## config.mk

```make
export PLATFORM = sky130hd
export DESIGN_NAME = jtag_mem_seq
export DESIGN_NICKNAME = d
export VERILOG_FILES = /design/src/rtl/jms_pkg.sv /design/src/rtl/jms_datapath.sv /design/src/rtl/jms_ctrl.sv /design/src/rtl/jtag_mem_seq.sv
export SDC_FILE = /design/constraint.sdc
export NUM_CORES = 1
export LEC_CHECK = 0
export CAP_MARGIN = 30
export CORE_ASPECT_RATIO = 1.1
export CORE_UTILIZATION = 56
export DETAILED_ROUTE_END_ITERATION = 10
export GPL_TIMING_DRIVEN = 0
export PLACE_DENSITY = 0.79
export SLEW_MARGIN = 10
export SYNTH_ARGS = -nofsm -noshare
export SYNTH_HDL_FRONTEND = slang
export SYNTH_HIERARCHICAL = 1
export SYNTH_SLANG_ARGS = --single-unit
```

## constraint.sdc

```tcl
create_clock -name clk -period 3.4 [get_ports clk]
set_input_delay 0.68 -clock clk [delete_from_list [all_inputs] [get_ports clk]]
set_output_delay 0.68 -clock clk [all_outputs]
set_load 0.005 [all_outputs]
```

## src/rtl/jms_pkg.sv

```systemverilog
package jms_pkg;
  parameter int IR_LEN = 8;
  parameter int DR_LEN = 16;
  // TCK pulses spent walking from Run-Test/Idle into the Shift state
  localparam int IR_LEAD = 4;
  localparam int DR_LEAD = 3;
  // Update plus the return to Run-Test/Idle
  localparam int TAIL = 2;

  localparam logic [DR_LEN-1:0] CW_BASE = 16'h2408;
  localparam logic [DR_LEN-1:0] CW_READ = 16'h0001;
  localparam logic [DR_LEN-1:0] CW_BYTE = 16'h0010;
  localparam logic [DR_LEN-1:0] BYTE_LIMIT = 16'h00FF;

  typedef enum logic [2:0] {
    OP_TCLK_LO,
    OP_TCLK_HI,
    OP_IR,
    OP_DR,
    OP_END
  } jms_op_e;

  typedef struct packed {
    logic              scanGo;
    logic              scanIr;
    logic [DR_LEN-1:0] scanData;
    logic              tclkHi;
    logic              tclkLo;
  } jms_strobe_t;
endpackage

```

## src/rtl/jms_datapath.sv

```systemverilog
module jms_datapath
  import jms_pkg::*;
#(
  parameter int TCK_HALF = 3
) (
  input  logic              clk,
  input  logic              rst_n,
  input  jms_strobe_t       strobe,
  input  logic              tdo,
  output logic              tck,
  output logic              tms,
  output logic              tdi,
  output logic              tclk,
  output logic              scanDone,
  output logic [DR_LEN-1:0] capture
);
  localparam int IR_TOTAL = IR_LEAD + IR_LEN + TAIL;
  localparam int DR_TOTAL = DR_LEAD + DR_LEN + TAIL;
  localparam int MAX_TOTAL = (IR_TOTAL > DR_TOTAL) ? IR_TOTAL : DR_TOTAL;
  localparam int IW = $clog2(MAX_TOTAL + 1);
  localparam int HW = $clog2(TCK_HALF + 1);

  typedef enum logic [1:0] {D_IDLE, D_LOW, D_HIGH} dp_state_e;

  dp_state_e         state;
  logic [IW-1:0]     idx;
  logic [HW-1:0]     halfCnt;
  logic              irSel;
  logic [DR_LEN-1:0] sreg;
  logic              tckQ, tmsQ, tdiQ, tclkQ, doneQ;

  function automatic logic pulseTms(input logic ir, input int i);
    int lead;
    int len;
    lead = ir ? IR_LEAD : DR_LEAD;
    len  = ir ? IR_LEN : DR_LEN;
    if (i < lead) return ir ? (i < 2) : (i == 0);
    if (i < lead + len) return (i == lead + len - 1);
    return (i == lead + len);
  endfunction

  function automatic logic pulseShift(input logic ir, input int i);
    int lead;
    int len;
    lead = ir ? IR_LEAD : DR_LEAD;
    len  = ir ? IR_LEN : DR_LEN;
    return (i >= lead) && (i < lead + len);
  endfunction

  function automatic int lastPulse(input logic ir);
    return ir ? IR_TOTAL - 1 : DR_TOTAL - 1;
  endfunction

  logic halfEnd;
  assign halfEnd = (halfCnt == HW'(TCK_HALF - 1));

  always_ff @(posedge clk or negedge rst_n) begin
    if (!rst_n) begin
      state   <= D_IDLE;
      idx     <= '0;
      halfCnt <= '0;
      irSel   <= 1'b0;
      sreg    <= '0;
      tckQ    <= 1'b0;
      tmsQ    <= 1'b0;
      tdiQ    <= 1'b0;
      doneQ   <= 1'b0;
    end else begin
      doneQ <= 1'b0;
      unique case (state)
        D_IDLE: begin
          if (strobe.scanGo) begin
            irSel   <= strobe.scanIr;
            sreg    <= strobe.scanData;
            idx     <= '0;
            halfCnt <= '0;
            tmsQ    <= pulseTms(strobe.scanIr, 0);
            tdiQ    <= 1'b0;
            state   <= D_LOW;
          end
        end
        D_LOW: begin
          if (halfEnd) begin
            halfCnt <= '0;
            tckQ    <= 1'b1;
            if (pulseShift(irSel, int'(idx))) sreg <= {tdo, sreg[DR_LEN-1:1]};
            state <= D_HIGH;
          end else begin
            halfCnt <= halfCnt + 1'b1;
          end
        end
        D_HIGH: begin
          if (halfEnd) begin
            halfCnt <= '0;
            tckQ    <= 1'b0;
            if (int'(idx) == lastPulse(irSel)) begin
              tmsQ  <= 1'b0;
              tdiQ  <= 1'b0;
              doneQ <= 1'b1;
              state <= D_IDLE;
            end else begin
              idx   <= idx + 1'b1;
              tmsQ  <= pulseTms(irSel, int'(idx) + 1);
              tdiQ  <= pulseShift(irSel, int'(idx) + 1) ? sreg[0] : 1'b0;
              state <= D_LOW;
            end
          end else begin
            halfCnt <= halfCnt + 1'b1;
          end
        end
        default: state <= D_IDLE;
      endcase
    end
  end

  // Target clock line, stepped only by the control script
  always_ff @(posedge clk or negedge rst_n) begin
    if (!rst_n) tclkQ <= 1'b1;
    else if (strobe.tclkHi) tclkQ <= 1'b1;
    else if (strobe.tclkLo) tclkQ <= 1'b0;
  end

  assign tck      = tckQ;
  assign tms      = tmsQ;
  assign tdi      = tdiQ;
  assign tclk     = tclkQ;
  assign scanDone = doneQ;
  assign capture  = sreg;

  // data toward the target moves only together with a falling TCK
  a_r6_tdi_on_fall: assert property (@(posedge clk) disable iff (!rst_n)
    !$stable(tdi) |-> $fell(tck));

  // mode select holds while TCK is high
  a_r2_tms_steady_high: assert property (@(posedge clk) disable iff (!rst_n)
    (tck && $past(tck)) |-> $stable(tms));

  // a scan request is only taken while no scan runs
  a_r2_no_overlap: assert property (@(posedge clk) disable iff (!rst_n)
    (strobe.scanGo && state != D_IDLE) |-> 1'b0);
endmodule

```

## src/rtl/jms_ctrl.sv

```systemverilog
module jms_ctrl
  import jms_pkg::*;
#(
  parameter int          TCK_HALF = 3,
  parameter logic [7:0]  IR_CTRL  = 8'h13,
  parameter logic [7:0]  IR_ADDR  = 8'h83,
  parameter logic [7:0]  IR_DATA  = 8'h85
) (
  input  logic              clk,
  input  logic              rst_n,
  input  logic              reqValid,
  input  logic              reqWrite,
  input  logic [DR_LEN-1:0] reqAddr,
  input  logic [DR_LEN-1:0] reqData,
  input  logic              scanDone,
  input  logic [DR_LEN-1:0] capture,
  output jms_strobe_t       strobe,
  output logic              busy,
  output logic              done,
  output logic [DR_LEN-1:0] rdData
);
  localparam int HW = $clog2(TCK_HALF + 1);

  typedef enum logic [2:0] {C_IDLE, C_ISSUE, C_SCAN, C_HOLD, C_END} ctrl_state_e;

  ctrl_state_e       state;
  logic [3:0]        stepIdx;
  logic              isWrite;
  logic [DR_LEN-1:0] addrQ, dataQ, rdQ, ctrlWord, opVal;
  logic [HW-1:0]     holdCnt;
  logic              doneQ;
  jms_op_e           op;

  always_comb begin
    ctrlWord = CW_BASE;
    if (!isWrite) ctrlWord = ctrlWord | CW_READ;
    if (addrQ <= BYTE_LIMIT) ctrlWord = ctrlWord | CW_BYTE;
  end

  // Script table: steps 0..5 are shared, the tail depends on direction
  always_comb begin
    op    = OP_END;
    opVal = '0;
    unique case (stepIdx)
      4'd0: op = OP_TCLK_LO;
      4'd1: begin op = OP_IR; opVal = DR_LEN'(IR_CTRL); end
      4'd2: begin op = OP_DR; opVal = ctrlWord; end
      4'd3: begin op = OP_IR; opVal = DR_LEN'(IR_ADDR); end
      4'd4: begin op = OP_DR; opVal = addrQ; end
      4'd5: begin op = OP_IR; opVal = DR_LEN'(IR_DATA); end
      4'd6: if (isWrite) begin op = OP_DR; opVal = dataQ; end
            else op = OP_TCLK_HI;
      4'd7: op = isWrite ? OP_TCLK_HI : OP_TCLK_LO;
      4'd8: if (!isWrite) begin op = OP_DR; opVal = '0; end
      default: op = OP_END;
    endcase
  end

  always_comb begin
    strobe.scanGo   = (state == C_ISSUE) && (op == OP_IR || op == OP_DR);
    strobe.scanIr   = (op == OP_IR);
    strobe.scanData = opVal;
    strobe.tclkHi   = (state == C_ISSUE) && (op == OP_TCLK_HI);
    strobe.tclkLo   = (state == C_ISSUE) && (op == OP_TCLK_LO);
  end

  always_ff @(posedge clk or negedge rst_n) begin
    if (!rst_n) begin
      state   <= C_IDLE;
      stepIdx <= '0;
      isWrite <= 1'b0;
      addrQ   <= '0;
      dataQ   <= '0;
      rdQ     <= '0;
      holdCnt <= '0;
      doneQ   <= 1'b0;
    end else begin
      doneQ <= (state == C_END);
      unique case (state)
        C_IDLE: if (reqValid) begin
          isWrite <= reqWrite;
          addrQ   <= reqAddr;
          dataQ   <= reqData;
          stepIdx <= '0;
          state   <= C_ISSUE;
        end
        C_ISSUE: begin
          if (op == OP_IR || op == OP_DR) state <= C_SCAN;
          else if (op == OP_END) state <= C_END;
          else begin
            holdCnt <= '0;
            state   <= C_HOLD;
          end
        end
        C_SCAN: if (scanDone) begin
          stepIdx <= stepIdx + 1'b1;
          state   <= C_ISSUE;
        end
        C_HOLD: begin
          if (holdCnt == HW'(TCK_HALF - 1)) begin
            stepIdx <= stepIdx + 1'b1;
            state   <= C_ISSUE;
          end else begin
            holdCnt <= holdCnt + 1'b1;
          end
        end
        C_END: begin
          if (!isWrite) rdQ <= capture;
          state <= C_IDLE;
        end
        default: state <= C_IDLE;
      endcase
    end
  end

  assign busy   = (state != C_IDLE);
  assign done   = doneQ;
  assign rdData = rdQ;

  // an accepted request makes the block busy on the next cycle
  a_r7_accept_busy: assert property (@(posedge clk) disable iff (!rst_n)
    (reqValid && !busy) |=> busy);

  // completion is reported only once the block is free again
  a_r7_done_not_busy: assert property (@(posedge clk) disable iff (!rst_n)
    done |-> !busy);

  // completion is a single-cycle pulse
  a_r8_done_single: assert property (@(posedge clk) disable iff (!rst_n)
    done |=> !done);

  // a write leaves the read result untouched
  a_r8_rd_held_on_write: assert property (@(posedge clk) disable iff (!rst_n)
    (done && isWrite) |-> $stable(rdData));
endmodule

```

## src/rtl/jtag_mem_seq.sv

```systemverilog
module jtag_mem_seq
  import jms_pkg::*;
#(
  parameter int         TCK_HALF = 3,
  parameter logic [7:0] IR_CTRL  = 8'h13,
  parameter logic [7:0] IR_ADDR  = 8'h83,
  parameter logic [7:0] IR_DATA  = 8'h85
) (
  input  logic        clk,
  input  logic        rst_n,
  input  logic        reqValid,
  input  logic        reqWrite,
  input  logic [15:0] reqAddr,
  input  logic [15:0] reqData,
  output logic        busy,
  output logic        done,
  output logic [15:0] rdData,
  output logic        tck,
  output logic        tms,
  output logic        tdi,
  input  logic        tdo,
  output logic        tclk
);
  jms_strobe_t       strobe;
  logic              scanDone;
  logic [DR_LEN-1:0] capture;

  jms_ctrl #(
    .TCK_HALF(TCK_HALF),
    .IR_CTRL (IR_CTRL),
    .IR_ADDR (IR_ADDR),
    .IR_DATA (IR_DATA)
  ) u_ctrl (
    .clk      (clk),
    .rst_n    (rst_n),
    .reqValid (reqValid),
    .reqWrite (reqWrite),
    .reqAddr  (reqAddr),
    .reqData  (reqData),
    .scanDone (scanDone),
    .capture  (capture),
    .strobe   (strobe),
    .busy     (busy),
    .done     (done),
    .rdData   (rdData)
  );

  jms_datapath #(
    .TCK_HALF(TCK_HALF)
  ) u_dp (
    .clk      (clk),
    .rst_n    (rst_n),
    .strobe   (strobe),
    .tdo      (tdo),
    .tck      (tck),
    .tms      (tms),
    .tdi      (tdi),
    .tclk     (tclk),
    .scanDone (scanDone),
    .capture  (capture)
  );
endmodule

```

==> key figures, run 1 <==
Worst setup path
  – Arr. time, crit path: 3.39 ns
  – CP endpoint kind: flop
  – Worst-path fanout max: 10
  – Crit start category: flop
  – Req. time, crit path: between 3 and 4 ns
  – Kind of critical path: flop to flop

Clocking
  – H-tree lvl count: 3
  – CTS sink cnt: 90
  – Clock Latency Late Sink: around 0.35 ns
  – Max clock buf depth: 2
  – CTS root buf: clkbuf_8
  – Clk pin slew, worst setup/hold paths: roughly 0.090 ns
  – Post-CTS Hold Fix Bufs: 0
  – TritonCTS clock tree: yes
  – Cts bufs inserted: 9

Floorplan
  – Die Ht: 98.7 µm
  – Starting density of the core: 0.589
  – Area of the core: ~0.0081 mm²
  – IO Pins: between 50 and 60
  – Row cnt: 34
  – Die area: between 0.008 and 0.009 mm²
  – Die W: around 90 µm

Synthesis
  – Post-synth top flop: dfrtp_1
  – EDFF count, synth: 0
  – Top cell type's share of synthesized area: 0.468
  – Mapped Nets: about 450
  – Synth unique cells: ~60
  – Mapped Cells: ~400
  – Ys async rst share: 1.00
  – Mean Syn Cell Area: ~12 µm²
  – Sequential element share of the synthesized area: 0.473
  – Synthesized area: roughly 0.0048 mm²
  – Synthesized flop and latch total: 90
  – Ys Warns: 6
  – Synth area leader: dfrtp_1
  – Synth area leaders: dfrtp_1 47%, mux2_2 19%, ha_1 5.5%, o21ai_0 2.1%, a22o_1 2.0%

Routing
  – Post-DRT Antenna Nets: 0
  – Vias: 3358
  – Routed wire length: slightly above 10000 µm
  – DRT iter0 DRCs: 133
  – Drt first pass iters: 4
  – DRC: 0
  – Wire per inst: around 18 µm
  – Vias per cell: between 5 and 6

STA
  – Worst Skew: 0.0140 ns
  – Fin. Hold Viols: 0
  – Slew Limit Fails: 0
  – Max Freq: roughly 320 MHz
  – Headroom to the max-slew limit: 0.614
  – Tightest Pin Transition: just under 0.6 ns
  – Final setup violation count: 0
  – Final WS setup: about 0.24 ns
  – Final period utilization: 0.928
  – Final min period: between 3 and 4 ns

Placed design
  – Gp weighted congestion: between 0.9 and 1
  – Post-place setup slack: -0.165 ns
  – Detailed Place HPWL: 7420 µm
  – Dpl cells: roughly 560
  – I/O Buffers: 58
  – Placed inst area: roughly 0.0055 mm²

Job
  – Max cap viols: 0

Global route
  – First-pass GRT wire length: around 17000 µm
  – All-Layer GR Usage: 0.246
  – Vias in the first global route: between 3000 and 4000
  – Gr ovfl total: 0
  – Initial antenna violation count: 0
  – Pin count of the biggest net entering global routing: between 60 and 70

Cells and area
  – Design area: between 0.005 and 0.006 mm²
  – Area Growth Syn to Fin: 20.1%
  – Non-filler cells, final: 580
  – Nets: roughly 530
  – Ant diodes: 0
  – Share of cells above drive strength 1: 0.288
  – Fillers: 617

Min path
  – Hold WC Path Type: input pin to async pin

Power and ir drop
  – Final Power: between 3 and 4 mW
  – Reg power frac: 0.422
  – Sw Ratio: 0.358
  – Clock power share: 0.170
  – PD cells: 698 mW/mm²
  – Combinational share of power: 0.408
  – Worst IR Drop VDD: 410 µV
  – LEAKAGE: around 2.5 nW
  – Switching power: about 1.4 mW
  – Pint: roughly 2.6 mW

Status
  – Outcome: completed
[cell usage after synthesis, types with 2 or more instances]
cell      number
a22o_1        11
buf_2          2
o21ai_1        2
dfrtp_1       89
nand3_1        5
and3_1         2
clkbuf_1       5
nor2b_1        9
nand2_1       18
ha_1          21
inv_1         20
a21oi_1       15
buf_4          2
a22oi_1        2
a31o_2         2
xnor2_1        5
nand2b_1       4
a31oi_1        2
nor2_1        10
nand3_2        2
a221o_1        3
a21o_2         3
o21ai_0       20
nor4_1         6
nand4_1        2
nor3_1         5
buf_6          5
mux2i_1        4
mux2_2        82
nor3b_1        4
nand3b_1       2
nor3_2         2
[power by group through the flow]
| stage | combinational [mW] | sequential (mW) | clock [mW] |
|---|---|---|---|
| 2_1_floorplan | 1.20 | 1.62 | 0 |
| 3_3_place_gp | 1.52 | 1.68 | 0 |
| 3_5_place_dp | 1.58 | 1.70 | 0 |
| 4_1_cts | 1.60 | 1.68 | 0.694 |
| 5_1_grt | 1.79 | 1.73 | 0.735 |
| 6_report | 1.63 | 1.68 | 0.678 |
[cells by family (layout without fill, tap and decap cells)]
logic type	Yosys count	after routing	synth area share
compound gates	72	72	0.106
xor+xnor	5	5	0.00920
fa+ha+maj	21	21	0.0552
buf+inv	35	112	0.0376
flops	90	90	0.473
mux	87	87	0.205
simple gates	85	85	0.114
[registers in the layout (all words and copies together), names as in the netlist]
register	flops
u_ctrl/holdCnt	2
u_dp/tdi	1
u_ctrl/rdData	16
u_dp/scanDone	1
u_dp/irSel	1
u_dp/tclk	1
u_dp/idx	5
u_dp/state	2
u_dp/tms	1
u_ctrl/isWrite	1
u_ctrl/stepIdx	4
u_ctrl/done	1
u_dp/capture	16
u_dp/tck	1
u_dp/halfCnt	2
u_ctrl/state	3
u_ctrl/addrQ	16
u_ctrl/dataQ	16
[final cells by class]
cell class	instances	area, µm²	share of cell area
Tap cell	108	135	0.0236
Clock inverter	5	37.5	0.00656
Multi-Input combinational cell	270	2350	0.411
Inverter	20	75.1	0.0131
Buffer	15	104	0.0182
Sequential cell	90	2250	0.394
Clock buffer	11	141	0.0247
Timing Repair Buffer	61	621	0.109
[worst max-delay path, cell delays in order, from the launching register on]
cell,delay [ns]
dfrtp_1,0.44
inv_1,0.12
ha_2,0.28
or3b_1,0.42
a21oi_4,0.23
nand2_2,0.12
a21oi_4,0.19
nor2b_1,0.15
a21oi_1,0.19
nand4b_1,0.17
o21ai_4,0.20
buf_6,0.17
mux2_2,0.34
[metal layers]
layer,vias to the layer above,part of all wire,GRT usage
li1,1582,-,-
met1,1696,0.44,0.317
met2,72,0.52,0.433
met3,8,0.034,0.0363
met4,0,0.010,0.0769
met5,-,0,0
[per-stage QoR]
stage	util	TNS (ns)	hold slack (ns)
global placement	0.677	-143.58	0.468
finish	0.707	0	0.229
CTS	0.703	0	0.229
global route	0.707	-0.00370	0.239
floorplan	-	0	0.384
detailed placement	0.680	-1.58	0.474
[timing repair]
item                                    CTS  global route
gates resized for setup                   2             3
gates cloned                              0             0
pin swaps                                 0             1
endpoints found under the setup margin   16            16
buffers inserted                          0             2
[cells in the final DEF (no fill, tap or decap), types with 11 or more instances in the layout]
cell	netlist	final
a22o_1	11	11
dfrtp_1	89	89
nand2_1	18	17
a21oi_1	15	14
mux2_2	82	82
inv_1	20	20
o21ai_0	20	20
clkdlybuf4s50_1	0	57
ha_1	21	20
[worst paths after layout]
kind	from	end	slack, ns	cells past startpoint
max in group asynchronous	rst_n	u_dp/capture[9]	2.54	2
worst max register to register	u_ctrl/stepIdx[0]	u_dp/capture[14]	0.24	12
worst min register to register	u_dp/tdi	u_dp/tdi	0.50	2
min in group clk	u_dp/tdi	u_dp/tdi	0.50	2
worst min-delay path	rst_n	u_ctrl/stepIdx[0]	0.23	1
worst max-delay path	u_ctrl/stepIdx[0]	u_dp/capture[14]	0.24	12
Note: power is estimated with default switching activity, not from simulation.
==> inputs of run 2 (changes only) <==
--- a/config.mk
+++ b/config.mk
@@ -7,12 +7,12 @@
 export LEC_CHECK = 0
 export CAP_MARGIN = 30
 export CORE_ASPECT_RATIO = 1.1
-export CORE_UTILIZATION = 56
+export CORE_UTILIZATION = 60
 export DETAILED_ROUTE_END_ITERATION = 10
+export DONT_BUFFER_PORTS = 1
 export GPL_TIMING_DRIVEN = 0
-export PLACE_DENSITY = 0.79
+export PLACE_DENSITY = 0.75
 export SLEW_MARGIN = 10
 export SYNTH_ARGS = -nofsm -noshare
 export SYNTH_HDL_FRONTEND = slang
-export SYNTH_HIERARCHICAL = 1
 export SYNTH_SLANG_ARGS = --single-unit
==> key figures, run 2 <==
Status
  – Outcome: completed

Synthesis
  – Mapped Nets: 485 (+7.1%)
  – Post-synth top flop: dfrtp_1
  – Synth area leader: dfrtp_1
  – Sequential element share of the synthesized area: 0.473 (-0.000746)
  – Top cell type's share of synthesized area: 0.467 (-0.000737)
  – Most numerous cell in the Yosys netlist: dfrtp_1
  – Synth unique cells: 61 (unchanged)
  – Synth area leaders: dfrtp_1 47%, mux2_2 14%, ha_1 5.5%, o21ai_0 3.4%, mux2_4 3.1%
  – EDFF count, synth: 0 (unchanged)
  – Synthesized flop and latch total: 90 (unchanged)
  – Ys async rst share: 1.00 (unchanged)
  – Ys Warns: 0 (-6)
  – Synthesized area: 0.00477 mm² (+0.16%)
  – Mapped Cells: 427 (+8.1%)
  – Post-synth top cells: 89 x dfrtp_1, 61 x mux2_2, 37 x nand2_1
  – Mean Syn Cell Area: 11.2 µm² (-7.3%)

Routing
  – Post-DRT Antenna Nets: 0 (unchanged)
  – Routed wire length: 9830 µm (-3.4%)
  – Drt first pass iters: 4 (unchanged)
  – DRC: 0 (unchanged)
  – Vias per cell: 6.12 (+5.6%)
  – DRT iter0 DRCs: 173 (+30%)
  – Vias: 3370 (+0.36%)
  – Wire per inst: 17.8 µm (+1.7%)

Floorplan
  – Row cnt: 33 (-2.9%)
  – Die area: 0.00831 mm² (-6.4%)
  – Die Ht: 95.5 µm (-3.2%)
  – Starting density of the core: 0.631 (+0.0420)
  – Die W: 87.0 µm (-3.2%)
  – IO Pins: 59 (unchanged)
  – Area of the core: 0.00756 mm² (-6.5%)

Worst setup path
  – End of the critical path: u_dp.capture[7]
  – Crit-path cells: inv_1 > ha_1 > nand2b_1 > a21o_1 > a2111oi_2 > a2111o_1 > a21oi_4 > buf_8 > mux2_4
  – Reg2reg path depth: 9 (-3)
  – Crit path launch: u_dp.irSel
  – Req. time, crit path: 3.64 ns (about the same)
  – Worst-path fanout max: 10 (unchanged)
  – CP endpoint kind: flop
  – R2r setup slk: 0.59 ns (+0.34 ns)
  – Slowest CP cell: dfrtp_1
  – Arr. time, crit path: 3.05 ns (-0.34 ns)
  – Kind of critical path: flop to flop
  – Reg-to-Reg End: u_dp.capture[7]
  – Crit start category: flop
  – Worst r2r src: u_dp.irSel
  – Critical Path Max Stage Delay: 0.54 ns (+0.10 ns)

Cells and area
  – Nets: 499 (-5.0%)
  – Most frequent cells in the layout: 89 x dfrtp_1, 61 x mux2_2, 37 x nand2_1
  – Non-filler cells, final: 551 (-5.0%)
  – Share of cells above drive strength 1: 0.256 (-0.0325)
  – Ant diodes: 0 (unchanged)
  – Fillers: 577 (-6.5%)
  – Area Growth Syn to Fin: 7.98%
  – Design area: 0.00515 mm² (-10%)
  – Final Core Density: 0.681 (-0.0262)
  – Commonest non-fill, non-tap cell in the layout: dfrtp_1

STA
  – Worst Skew: 0.00999 ns (-0.00401 ns)
  – Slew Limit Fails: 0 (unchanged)
  – Headroom to the max-slew limit: 0.514 (-0.0997)
  – Max Freq: 356 MHz (+12%)
  – Hold slack: 0.0138 ns (-0.215 ns)
  – Final min period: 2.81 ns (-0.345 ns)
  – Final WS setup: 0.589 ns (+0.345 ns)
  – Final period utilization: 0.827 (-0.101)
  – Tightest Pin Transition: 0.723 ns (+0.144 ns)
  – Final setup violation count: 0 (unchanged)
  – RSZ-0062 raised after global routing: no
  – Fin. Hold Viols: 0 (unchanged)
  – Setup TNS: 0 ns (unchanged)

Global route
  – First-pass GRT wire length: 15800 µm (-8.9%)
  – Gr ovfl total: 0 (unchanged)
  – Vias in the first global route: 3188 (-10%)
  – All-Layer GR Usage: 0.250 (+0.00386)
  – Pin count of the biggest net entering global routing: 91 (+36%)
  – Initial antenna violation count: 0 (unchanged)

Power and ir drop
  – Combinational share of power: 0.405 (-0.003)
  – PD cells: 819 mW/mm² (+17%)
  – Switching power: 1.61 mW (+13%)
  – LEAKAGE: 2.25 nW (-11%)
  – Clock power share: 0.178 (+0.008)
  – Final Power: 4.21 mW (+5.6%)
  – Pint: 2.61 mW (+1.7%)
  – Sw Ratio: 0.382 (+0.0237)
  – Reg power frac: 0.417 (-0.005)
  – Worst IR Drop VDD: 577 µV (+41%)

Placed design
  – I/O Buffers: 0 (-100%)
  – Post-place setup slack: 0.587 ns (+0.752 ns)
  – Dpl cells: 532 (-5.3%)
  – Detailed Place HPWL: 6990 µm (-5.8%)
  – Placed inst area: 0.00490 mm² (-11%)
  – Gp weighted congestion: 0.895 (-3.5%)

Clocking
  – Clock Latency Late Sink: 0.36 ns (about the same)
  – CTS root buf: clkbuf_8
  – Clk pin slew, worst setup/hold paths: 0.09 ns (about the same)
  – H-tree lvl count: 3 (unchanged)
  – CTS sink cnt: 90 (unchanged)
  – Cts bufs inserted: 9 (unchanged)
  – CTS resizes: 0 (-2)
  – Max clock buf depth: 2 (unchanged)
  – TritonCTS clock tree: yes

Min path
  – Hold WC Path Type: input pin to async pin

Job
  – Max cap viols: 0 (unchanged)
==> run 2: cell count changes in the layout (fill, tap and decap cells not counted), moves of 6 or more <==
cell | before | now
a21oi_1 | 14 | 22
a22o_1 | 11 | 1
a22oi_1 | 2 | 8
buf_2 | 2 | 9
clkdlybuf4s50_1 | 57 | 0
inv_1 | 20 | 13
mux2_2 | 82 | 61
mux2_4 | 0 | 10
nand2_1 | 17 | 37
nor2_1 | 10 | 19
o211ai_1 | 0 | 6
o21ai_0 | 20 | 32
==> run 2: how the worst min path moves through the flow <==
stage	endpoint	cells after the start
final	u_dp.tms	0
after CTS	u_ctrl.addrQ[10]	0
after detailed placement	u_ctrl.holdCnt[0]	0
after global placement	u_ctrl.holdCnt[0]	0
after floorplan	u_ctrl.addrQ[0]	0
after global routing	u_ctrl.dataQ[1]	0
==> run 2: critical path: cells and delay by family, from the launching register on <==
family | cells | cell delay, ns
buffers and inverters | 2 | 0.42
adder cells (fa/ha/maj) | 1 | 0.39
flip-flops | 1 | 0.54
AO/OA/AOI/OAI | 4 | 0.90
AND/OR/NAND/NOR | 1 | 0.12
multiplexers | 1 | 0.31
==> run 2: cells by family (layout without fill, tap and decap cells) <==
logic type | Yosys count | count (layout) | share of synthesized area
AND/OR/NAND/NOR | 104 | 104 | 0.112
AO/OA/AOI/OAI | 99 | 99 | 0.138
flip-flops | 90 | 90 | 0.473
multiplexers | 72 | 72 | 0.178
buffers and inverters | 36 | 55 | 0.0354
adder cells (fa/ha/maj) | 21 | 21 | 0.0551
XOR/XNOR | 5 | 5 | 0.00919
==> run 2: final cells by class <==
type	count	area [µm²]	share of cell area
Multi-Input combinational cell	301	2340	0.456
Timing Repair Buffer	3	47.5	0.00924
Sequential cell	90	2250	0.438
Tap cell	105	131	0.0255
Clock inverter	6	73.8	0.0143
Buffer	22	116	0.0226
Inverter	14	52.6	0.0102
Clock buffer	10	128	0.0248
==> run 2: power groups by stage <==
| stage | Clock, mW | Sequential (mW) | Combinational (mW) |
|---|---|---|---|
| global placement | 0 | 1.75 | 1.61 |
| finish | 0.751 | 1.76 | 1.71 |
| CTS | 0.768 | 1.75 | 1.69 |
| global route | 0.805 | 1.81 | 1.89 |
| detailed placement | 0 | 1.78 | 1.67 |
| floorplan | 0 | 1.67 | 1.39 |
==> run 2: repair_timing <==
action                                 in CTS  in global routing
buffers inserted                            0                  0
hold buffers                                0                  3
endpoints found under the hold margin       0                 40
==> run 2: per-layer routing <==
metal | track usage | up-vias | part of all wire
met5 | 0 | - | 0
met4 | 0.0889 | 0 | 0.013
met3 | 0.0476 | 12 | 0.053
met2 | 0.400 | 88 | 0.48
met1 | 0.341 | 1691 | 0.45
li1 | - | 1579 | -
==> inputs of run 3 (changes only) <==
==> constraint.sdc (replaced) <==
create_clock -name clk -period 2.8 [get_ports clk]
set_input_delay 0.56 -clock clk [delete_from_list [all_inputs] [get_ports clk]]
set_output_delay 0.56 -clock clk [all_outputs]
set_load 0.005 [all_outputs]
==> key figures, run 3 (same netlist as run 2, synthesis figures left out) <==
Global route
  – Vias in the first global route: 3238 (+1.6%)
  – Gr ovfl total: 0 (unchanged)
  – All-Layer GR Usage: 0.254 (+0.00382)
  – Initial antenna violation count: 0 (unchanged)
  – Pin count of the biggest net entering global routing: 90 (-1.1%)
  – First-pass GRT wire length: 16000 µm (+1.4%)

STA
  – RSZ-0062 raised after global routing: no
  – Final WS setup: 0.129 ns (-0.460 ns)
  – Headroom to the max-slew limit: 0.511 (-0.00338)
  – Max Freq: 374 MHz (+5.2%)
  – Fin. Hold Viols: 0 (unchanged)
  – Setup TNS: 0 ns (unchanged)
  – Worst Skew: 0.0108 ns (+0.000794 ns)
  – Final setup violation count: 0 (unchanged)
  – Slew Limit Fails: 0 (unchanged)
  – Final min period: 2.67 ns (-0.140 ns)
  – Hold slack: 0.0363 ns (+0.0226 ns)
  – Tightest Pin Transition: 0.728 ns (+0.00504 ns)
  – Final period utilization: 0.954 (+0.127)

Power and ir drop
  – LEAKAGE: 2.24 nW (-0.41%)
  – Worst IR Drop VDD: 705 µV (+22%)
  – PD cells: 1000 mW/mm² (+22%)

Worst setup path
  – Worst-path fanout max: 10 (unchanged)
  – Req. time, crit path: 3.04 ns (-0.60 ns)
  – Arr. time, crit path: 2.91 ns (-0.14 ns)
  – Crit start category: flop
  – Kind of critical path: flop to flop
  – CP endpoint kind: flop

Floorplan
  – Die Ht: 95.5 µm (unchanged)
  – Die W: 87.0 µm (unchanged)
  – IO Pins: 59 (unchanged)
  – Row cnt: 33 (unchanged)
  – Die area: 0.00831 mm² (unchanged)
  – Starting density of the core: 0.631 (unchanged)
  – Area of the core: 0.00756 mm² (unchanged)

Routing
  – Drt first pass iters: 4 (unchanged)
  – Vias per cell: 6.04 (-1.2%)
  – Routed wire length: 9770 µm (-0.52%)
  – Wire per inst: 17.8 µm (-0.16%)
  – Post-DRT Antenna Nets: 0 (unchanged)
  – DRT iter0 DRCs: 153 (-12%)
  – DRC: 0 (unchanged)
  – Vias: 3318 (-1.5%)

Clocking
  – Clock Latency Late Sink: 0.36 ns (about the same)
  – TritonCTS clock tree: yes
  – CTS sink cnt: 90 (unchanged)
  – H-tree lvl count: 3 (unchanged)
  – CTS root buf: clkbuf_8
  – Cts bufs inserted: 9 (unchanged)
  – Max clock buf depth: 2 (unchanged)
  – Post-CTS Repair Setup Buffers: 0 (unchanged)
  – Clk pin slew, worst setup/hold paths: 0.09 ns (about the same)

Placed design
  – Dpl cells: 532 (unchanged)
  – Detailed Place HPWL: 6990 µm (unchanged)
  – Gp weighted congestion: 0.895 (unchanged)
  – I/O Buffers: 0 (unchanged)
  – Post-place setup slack: -0.0134 ns (-0.600 ns)

Status
  – Outcome: completed

Cells and area
  – Area Growth Syn to Fin: 7.59%
  – Commonest non-fill, non-tap cell in the layout: dfrtp_1
  – Non-filler cells, final: 549 (-0.36%)
  – Most frequent cells in the layout: 88 x dfrtp_1, 61 x mux2_2, 37 x nand2_1
  – Share of cells above drive strength 1: 0.259 (+0.00340)
  – Nets: 497 (-0.40%)
  – Ant diodes: 0 (unchanged)

Job
  – Max cap viols: 0 (unchanged)

Min path
  – Hold WC Path Type: input pin to async pin
## run 3: cell types whose count changed in the layout (fill, tap and decap cells not counted), sizes merged
cell         previous run  this run
dlygate4sd3             2         0
## run 3: report_power, final
part	internal, mW	switching (mW)	total [mW]
clock	0.426	0.494	0.920
sequential	1.77	0.371	2.14
combinational	0.970	1.11	2.08
total	3.17	1.98	5.14
## run 3: worst max-delay path, stage by stage, from the launching register on
cell and delay [ns]:
dfrtp_2 0.48, inv_1 0.16, ha_1 0.38, nand2b_1 0.12
a21o_1 0.13, a2111oi_2 0.07, a2111o_1 0.40, a21oi_4 0.28
buf_8 0.21, mux2_4 0.31
## run 3: final timing paths
kind,from,end,slack (ns),cells past startpoint
setup / recovery,u_dp.irSel,u_dp.capture[15],0.13,9
hold / removal,rst_n,u_dp.tclk,0.04,0
setup reg to reg,u_dp.irSel,u_dp.capture[15],0.13,9
hold reg to reg,u_ctrl.holdCnt[0],u_ctrl.holdCnt[0],0.50,1
max in group asynchronous,rst_n,u_dp.tck,2.36,1
min in group clk,reqData[11],u_ctrl.dataQ[11],0.34,1
## run 3: final cells by class
cell class	instances	area (µm²)
inverters	14	52.6
clock inverters	6	73.8
well taps	105	131
fillers	581	2430
clock buffers	10	128
plain buffers	22	116
repair buffers	1	27.5
flip-flops and latches	90	2250
multi-input cells	301	2340
## run 3: through the flow
stage          total power, mW   util  instance area, µm²
3_5_place_dp              4.18  0.648                4900
6_report                  5.14  0.679                5130
2_1_floorplan             3.71      -                4770
3_3_place_gp              4.08  0.648                4900
4_1_cts                   5.14  0.679                5130
5_1_grt                   5.48  0.679                5130
## run 3: metal layers
layer,share of wire,GRT usage,wire length (µm)
met5,0,0,0
met4,0.011,0.0889,111
met2,0.47,0.411,4630
met1,0.46,0.344,4500
met3,0.054,0.0476,528
## run 3: what timing repair did
action,CTS,global route
gates resized for setup,1,0
hold endpoints to repair,89,0
endpoints found under the setup margin,10,9
cloned,0,0
pin swaps,0,1
hold buffers,1,0
